[src/rtl/rdc_demod_pkg.sv]
package rdc_demod_pkg;

    localparam int SMP_W   = 12;
    localparam int REF_W   = 16;
    localparam int ACC_W   = 54;
    localparam int WIN_W   = 16;
    localparam int N_LANES = 2;

    localparam int PROD_W    = SMP_W + REF_W;
    localparam int MAX_SHIFT = ACC_W - WIN_W;
    localparam int SHIFT_W   = $clog2(MAX_SHIFT + 1);

    typedef logic signed [ACC_W-1:0] acc_t;
    typedef logic signed [WIN_W-1:0] win_t;

    // Frozen pair of sums handed to the window stage
    typedef struct packed {
        logic vld;
        acc_t sin_sum;
        acc_t cos_sum;
    } snap_pair_t;

    // Registered window result
    typedef struct packed {
        logic vld;
        logic empty;
        win_t x;
        win_t y;
    } win_res_t;

    // Number of bits just below the MSB that merely repeat the sign
    function automatic int unsigned sign_run(acc_t v);
        int unsigned n;
        logic        going;
        n     = 0;
        going = 1'b1;
        for (int i = ACC_W - 2; i >= 0; i--) begin
            if (going && (v[i] == v[ACC_W-1])) n++;
            else going = 1'b0;
        end
        return n;
    endfunction

endpackage

[src/rtl/demod_lane.sv]
module demod_lane #(
    parameter int SMP_W = rdc_demod_pkg::SMP_W,
    parameter int REF_W = rdc_demod_pkg::REF_W,
    parameter int ACC_W = rdc_demod_pkg::ACC_W
) (
    input  logic                    clk,
    input  logic                    rst,
    input  logic                    smp_en,
    input  logic signed [SMP_W-1:0] smp,
    input  logic signed [REF_W-1:0] ref_in,
    input  logic                    req,
    output logic signed [ACC_W-1:0] snap
);
    localparam int PROD_W = SMP_W + REF_W;

    logic signed [PROD_W-1:0] prod;
    logic signed [ACC_W-1:0]  prod_ext;
    logic signed [ACC_W-1:0]  acc;

    assign prod     = smp * ref_in;
    assign prod_ext = {{(ACC_W - PROD_W){prod[PROD_W-1]}}, prod};

    always_ff @(posedge clk) begin
        if (rst) begin
            acc  <= '0;
            snap <= '0;
        end else if (req) begin
            snap <= acc;
            acc  <= smp_en ? prod_ext : '0;
        end else if (smp_en) begin
            acc  <= acc + prod_ext;
        end
    end

    // a sample outside a request cycle adds its product
    assert_accumulate_R1: assert property (@(posedge clk) disable iff (rst)
        ($past(smp_en) && !$past(req) && !$past(rst)) |-> (acc == $past(acc) + $past(prod_ext)));

    // no sample and no request leaves the sum unchanged
    assert_hold_R1: assert property (@(posedge clk) disable iff (rst)
        (!$past(smp_en) && !$past(req) && !$past(rst)) |-> $stable(acc));

    // the snapshot is the sum as it stood before the request
    assert_capture_R2: assert property (@(posedge clk) disable iff (rst)
        ($past(req) && !$past(rst)) |-> (snap == $past(acc)));

endmodule

[src/rtl/norm_window.sv]
module norm_window
    import rdc_demod_pkg::*;
(
    input  logic       clk,
    input  logic       rst,
    input  snap_pair_t snap_in,
    output win_res_t   res
);
    int unsigned            run_s;
    int unsigned            run_c;
    int unsigned            run_min;
    logic [SHIFT_W-1:0]     sh;
    logic [SHIFT_W-1:0]     sh_q;
    win_t                   cut_x;
    win_t                   cut_y;
    logic                   both_zero;

    always_comb begin
        run_s   = sign_run(snap_in.sin_sum);
        run_c   = sign_run(snap_in.cos_sum);
        run_min = (run_s < run_c) ? run_s : run_c;
        if (run_min >= MAX_SHIFT) sh = '0;
        else                      sh = SHIFT_W'(MAX_SHIFT - int'(run_min));
        cut_x     = snap_in.cos_sum[sh +: WIN_W];
        cut_y     = snap_in.sin_sum[sh +: WIN_W];
        both_zero = (snap_in.sin_sum == '0) && (snap_in.cos_sum == '0);
    end

    always_ff @(posedge clk) begin
        if (rst) begin
            res  <= '0;
            sh_q <= '0;
        end else begin
            res.vld <= snap_in.vld;
            sh_q    <= sh;
            if (snap_in.vld) begin
                res.x     <= cut_x;
                res.y     <= cut_y;
                res.empty <= both_zero;
            end else begin
                res.empty <= 1'b0;
            end
        end
    end

    // a non-zero shift leaves one output with no redundant sign bit
    assert_full_range_R5: assert property (@(posedge clk) disable iff (rst)
        (res.vld && (sh_q != '0)) |->
            ((res.x[WIN_W-1] ^ res.x[WIN_W-2]) || (res.y[WIN_W-1] ^ res.y[WIN_W-2])));

    // the shift never leaves the sum's range
    assert_shift_range_R5: assert property (@(posedge clk) disable iff (rst)
        res.vld |-> (int'(sh_q) <= MAX_SHIFT));

    // an empty result carries zero data
    assert_empty_zero_R8: assert property (@(posedge clk) disable iff (rst)
        (res.vld && res.empty) |-> ((res.x == '0) && (res.y == '0)));

    // the empty flag never stands alone
    assert_empty_with_vld_R8: assert property (@(posedge clk) disable iff (rst)
        res.empty |-> res.vld);

endmodule

[src/rtl/rdc_demod_top.sv]
module rdc_demod_top
    import rdc_demod_pkg::*;
(
    input  logic                    clk,
    input  logic                    rst,
    input  logic                    smp_en,
    input  logic signed [SMP_W-1:0] smp_sin,
    input  logic signed [SMP_W-1:0] smp_cos,
    input  logic signed [REF_W-1:0] ref_wave,
    input  logic                    rpt_req,
    output logic signed [WIN_W-1:0] win_x,
    output logic signed [WIN_W-1:0] win_y,
    output logic                    win_vld,
    output logic                    win_empty
);
    logic signed [SMP_W-1:0] lane_smp  [N_LANES];
    acc_t                    lane_snap [N_LANES];
    logic                    snap_vld;
    snap_pair_t              pair;
    win_res_t                res;

    // Lane 0 carries the sine winding, lane 1 the cosine winding
    assign lane_smp[0] = smp_sin;
    assign lane_smp[1] = smp_cos;

    for (genvar g = 0; g < N_LANES; g++) begin : g_lane
        demod_lane #(
            .SMP_W (SMP_W),
            .REF_W (REF_W),
            .ACC_W (ACC_W)
        ) u_lane (
            .clk    (clk),
            .rst    (rst),
            .smp_en (smp_en),
            .smp    (lane_smp[g]),
            .ref_in (ref_wave),
            .req    (rpt_req),
            .snap   (lane_snap[g])
        );
    end

    always_ff @(posedge clk) begin
        if (rst) snap_vld <= 1'b0;
        else     snap_vld <= rpt_req;
    end

    assign pair.vld     = snap_vld;
    assign pair.sin_sum = lane_snap[0];
    assign pair.cos_sum = lane_snap[1];

    norm_window u_win (
        .clk     (clk),
        .rst     (rst),
        .snap_in (pair),
        .res     (res)
    );

    assign win_x     = res.x;
    assign win_y     = res.y;
    assign win_vld   = res.vld;
    assign win_empty = res.empty;

    // the result strobe follows a request by exactly two edges
    assert_vld_latency_R7: assert property (@(posedge clk) disable iff (rst)
        win_vld == ($past(rpt_req, 2) && !$past(rst, 1) && !$past(rst, 2)));

    // the outputs stay quiet in the first cycle out of reset
    assert_reset_quiet_R9: assert property (@(posedge clk) disable iff (rst)
        $past(rst) |-> (!win_vld && !win_empty));

endmodule

[config.mk]
export PLATFORM = sky130hd
export DESIGN_NAME = rdc_demod_top
export DESIGN_NICKNAME = d
export VERILOG_FILES = /design/src/rtl/rdc_demod_pkg.sv /design/src/rtl/demod_lane.sv /design/src/rtl/norm_window.sv /design/src/rtl/rdc_demod_top.sv
export SDC_FILE = /design/constraint.sdc
export NUM_CORES = 2
export LEC_CHECK = 0
export CAP_MARGIN = 10
export CORE_MARGIN = 5
export CORE_UTILIZATION = 40
export DETAILED_ROUTE_END_ITERATION = 6
export DONT_BUFFER_PORTS = 1
export SYNTH_ARGS = -nofsm -noshare
export SYNTH_HDL_FRONTEND = slang
export SYNTH_SLANG_ARGS = --single-unit
[constraint.sdc]
create_clock -name clk -period 45.3 [get_ports clk]
set_input_delay 13.59 -clock clk [delete_from_list [all_inputs] [get_ports clk]]
set_output_delay 13.59 -clock clk [all_outputs]
set_load 0.1 [all_outputs]
==> metrics.txt <==
status=finished, violations left; violated checks=design-rule violations; Post-synth EDFFs=0; final setup vio count=0; synthesized instance count=between 7000 and 8000; most frequent cells in the layout=844 x nand2_1, 653 x nor2_1, 553 x inv_1, 453 x a21oi_1, 370 x mux2i_1; area of the multi-input gates=45970 µm²; Fin Setup TNS=0 ns; Post-Syn Area per Cell=7.560 µm²; Detail Route Antenna Nets=0; CP required=45.74 ns; Worst slew margin=23.01%; biggest area consumer among synthesized cells=fa_1; initial antenna violation count=7; Hold Vio Cnt, Final=0; layout cells sized above 1=5.025%; asr flop ratio synth=0%; Top Usage Layer GRT=met2; leading cell type in the layout, fill and taps excluded=nand2_1; Final GP Congestion=about 0.95; Tot GR Track Use=22.75%; largest family of logic cells by synthesized area=simple AND/OR/NAND/NOR gates; DR pass1 iterations=7; number of cell rows=135; Core Area=135600 µm²; Die Span X=between 300 and 400 µm; post-synthesis sequential area ratio=9.202%; post-synth cell types=around 130; met3 global-route usage=between 3 and 4%; # fillers=between 10000 and 15000; crit path max fanout=58; Top FF cell, synth=dfxtp_1; Mapped Area=54600 µm²; Routed WL per cell=19.41 µm; GR Layer Usage met1=32.63%; # resized after CTS=0; starting density of the core=just over 40%; DR vias/cell=5.872; Worst Setup End Kind=flop; DRT iter0 DRCs=4563; remaining global-route overflow=0; CP dominant cell by count=ha_1; Seq cells post-synth=251; Area Growth Syn to Fin=4.205%; post-synth top area share=13.13%; CTS tree=built; Tightest Hold Check Type=reg -> reg; Total Nets Final=7683; first-pass GRT wire length=approximately 270 mm; Critical Path Max Stage Delay=0.74 ns; top cells by area, synth=fa_1 13%, dfxtp_1 9.2%, ha_1 8.2%; GR Util met2=35.61%; Clk Latency, worst-skew pair=0.55 ns; f_max=0.02378 GHz; # hold bufs at CTS=0; CTS Sinks=about 250; final WL=between 150 and 200 mm; Vias=just over 50000; residual DRC count=4; chip height=between 300 and 400 µm; Root Buffer=clkbuf_16; Clock Tree Buf Depth=3; mux contribution to synthesized area=8.973%; PortBufs=0; Min Clock Period, post-route=42.05 ns; die area=between 100000 and 150000 µm²; Tcrit/Tclk final=92.83%; crit path kind=reg -> reg; Register Area=between 5000 and 6000 µm²; Syn. warnings=0; slowest CP cell=dfxtp_4; Synth Area in Simple Gates=22.78%; largest net degree at the start of global routing=228; Clock Pin Slew Worst Setup and Hold Paths=0.06 ns; CP Launch Type=flop; DP HPWL=126.9 mm; Max Cap Viol=0; IO Pins=a little under 80; CTS buffer count=35; Post-Synth XOR/XNOR Area=10.58%; Max Clock Skew=0.02576 ns; vias in the first global route=48922; RSZ-0062 raised after global routing=false; Post-Synth Adder-Cell Area=21.52%; fin. max-slew vios=0; post-synthesis compound-gate area fraction=19.90%; Worst Tran Pin Value=1.145 ns; H-tree levels=2; critical path arrival=about 42 ns; # Post-CTS Setup Buffers=0
[synthesized netlist by cell type (146+ instances only)]
library cell,count
mux2i_1,371
xnor2_1,344
xor2_1,146
nand2_1,844
fa_1,358
clkbuf_1,320
a21oi_1,453
o21ai_0,264
nand3_1,157
ha_1,359
inv_1,553
nor2_1,656
dfxtp_1,251
and2_1,191
[state kept, by name (all words and copies together), names as in the netlist]
signal,cells
g_lane.u_lane.acc,108
u_win.res,34
g_lane.u_lane.snap,108
snap_vld,1
[path summary, 6_finish.rpt]
check | end | start | slack (ns) | depth (start not counted)
max | u_win.res[7] | g_lane[1].u_lane.snap[53] | 3.25 | 201
min | g_lane[0].u_lane.snap[29] | g_lane[0].u_lane.acc[29] | 0.50 | 2
max reg2reg | u_win.res[7] | g_lane[1].u_lane.snap[53] | 3.25 | 201
min reg2reg | g_lane[0].u_lane.snap[29] | g_lane[0].u_lane.acc[29] | 0.50 | 2
[metal layers]
| layer | part of all wire [%] | up-vias |
|---|---|---|
| li1 | - | 24562 |
| met1 | 47 | 24580 |
| met2 | 43 | 1802 |
| met3 | 8.1 | 307 |
| met4 | 2.5 | 2 |
| met5 | 0.011 | - |
[worst max-delay path, delay by kind of cell, from the launching register on]
kind                     cells  cell delay, ns
adder cells (fa/ha/maj)     51           15.29
AO/OA/AOI/OAI               59           12.05
AND/OR/NAND/NOR             58            7.25
multiplexers                17            3.47
buffers and inverters       12            2.23
XOR/XNOR                     4            0.81
flip-flops                   1            0.74
[cell type report]
class	instances	area share [%]
Sequential cell	251	8.844
Antenna cell	2	0.008796
Multi-Input combinational cell	6028	80.79
Clock inverter	9	0.2771
Tap cell	1781	3.916
Inverter	558	3.681
Clock buffer	51	1.845
Timing Repair Buffer	48	0.6333
[cells by family (layout without fill, tap and decap cells)]
family	count (synthesis)	in the layout
and+or+nand+nor	2602	2602
AOI/OAI and AO/OA	1641	1641
buffers and inverters	988	666
adders and majority gates	726	726
xor gates and xnor gates	559	559
muxes	454	454
DFF	251	251
other	2	48
[per-stage QoR]
stage	cells	area (µm²)	hold slack, ns	setup slack, ns	utilization (%)
floorplan	7267	54770	0.4859	8.202	-
global placement	8666	55690	0.5051	4.790	41.06
detailed placement	8666	55690	0.5138	3.772	41.06
CTS	8726	56890	0.5198	3.643	41.95
global route	8727	56900	0.5610	0.1444	41.95
finish	8728	56900	0.5037	3.249	41.95
Power is left out: the tool's default activity adds up to more than one toggle a clock period on the data nets, which glitch-free logic cannot reach.
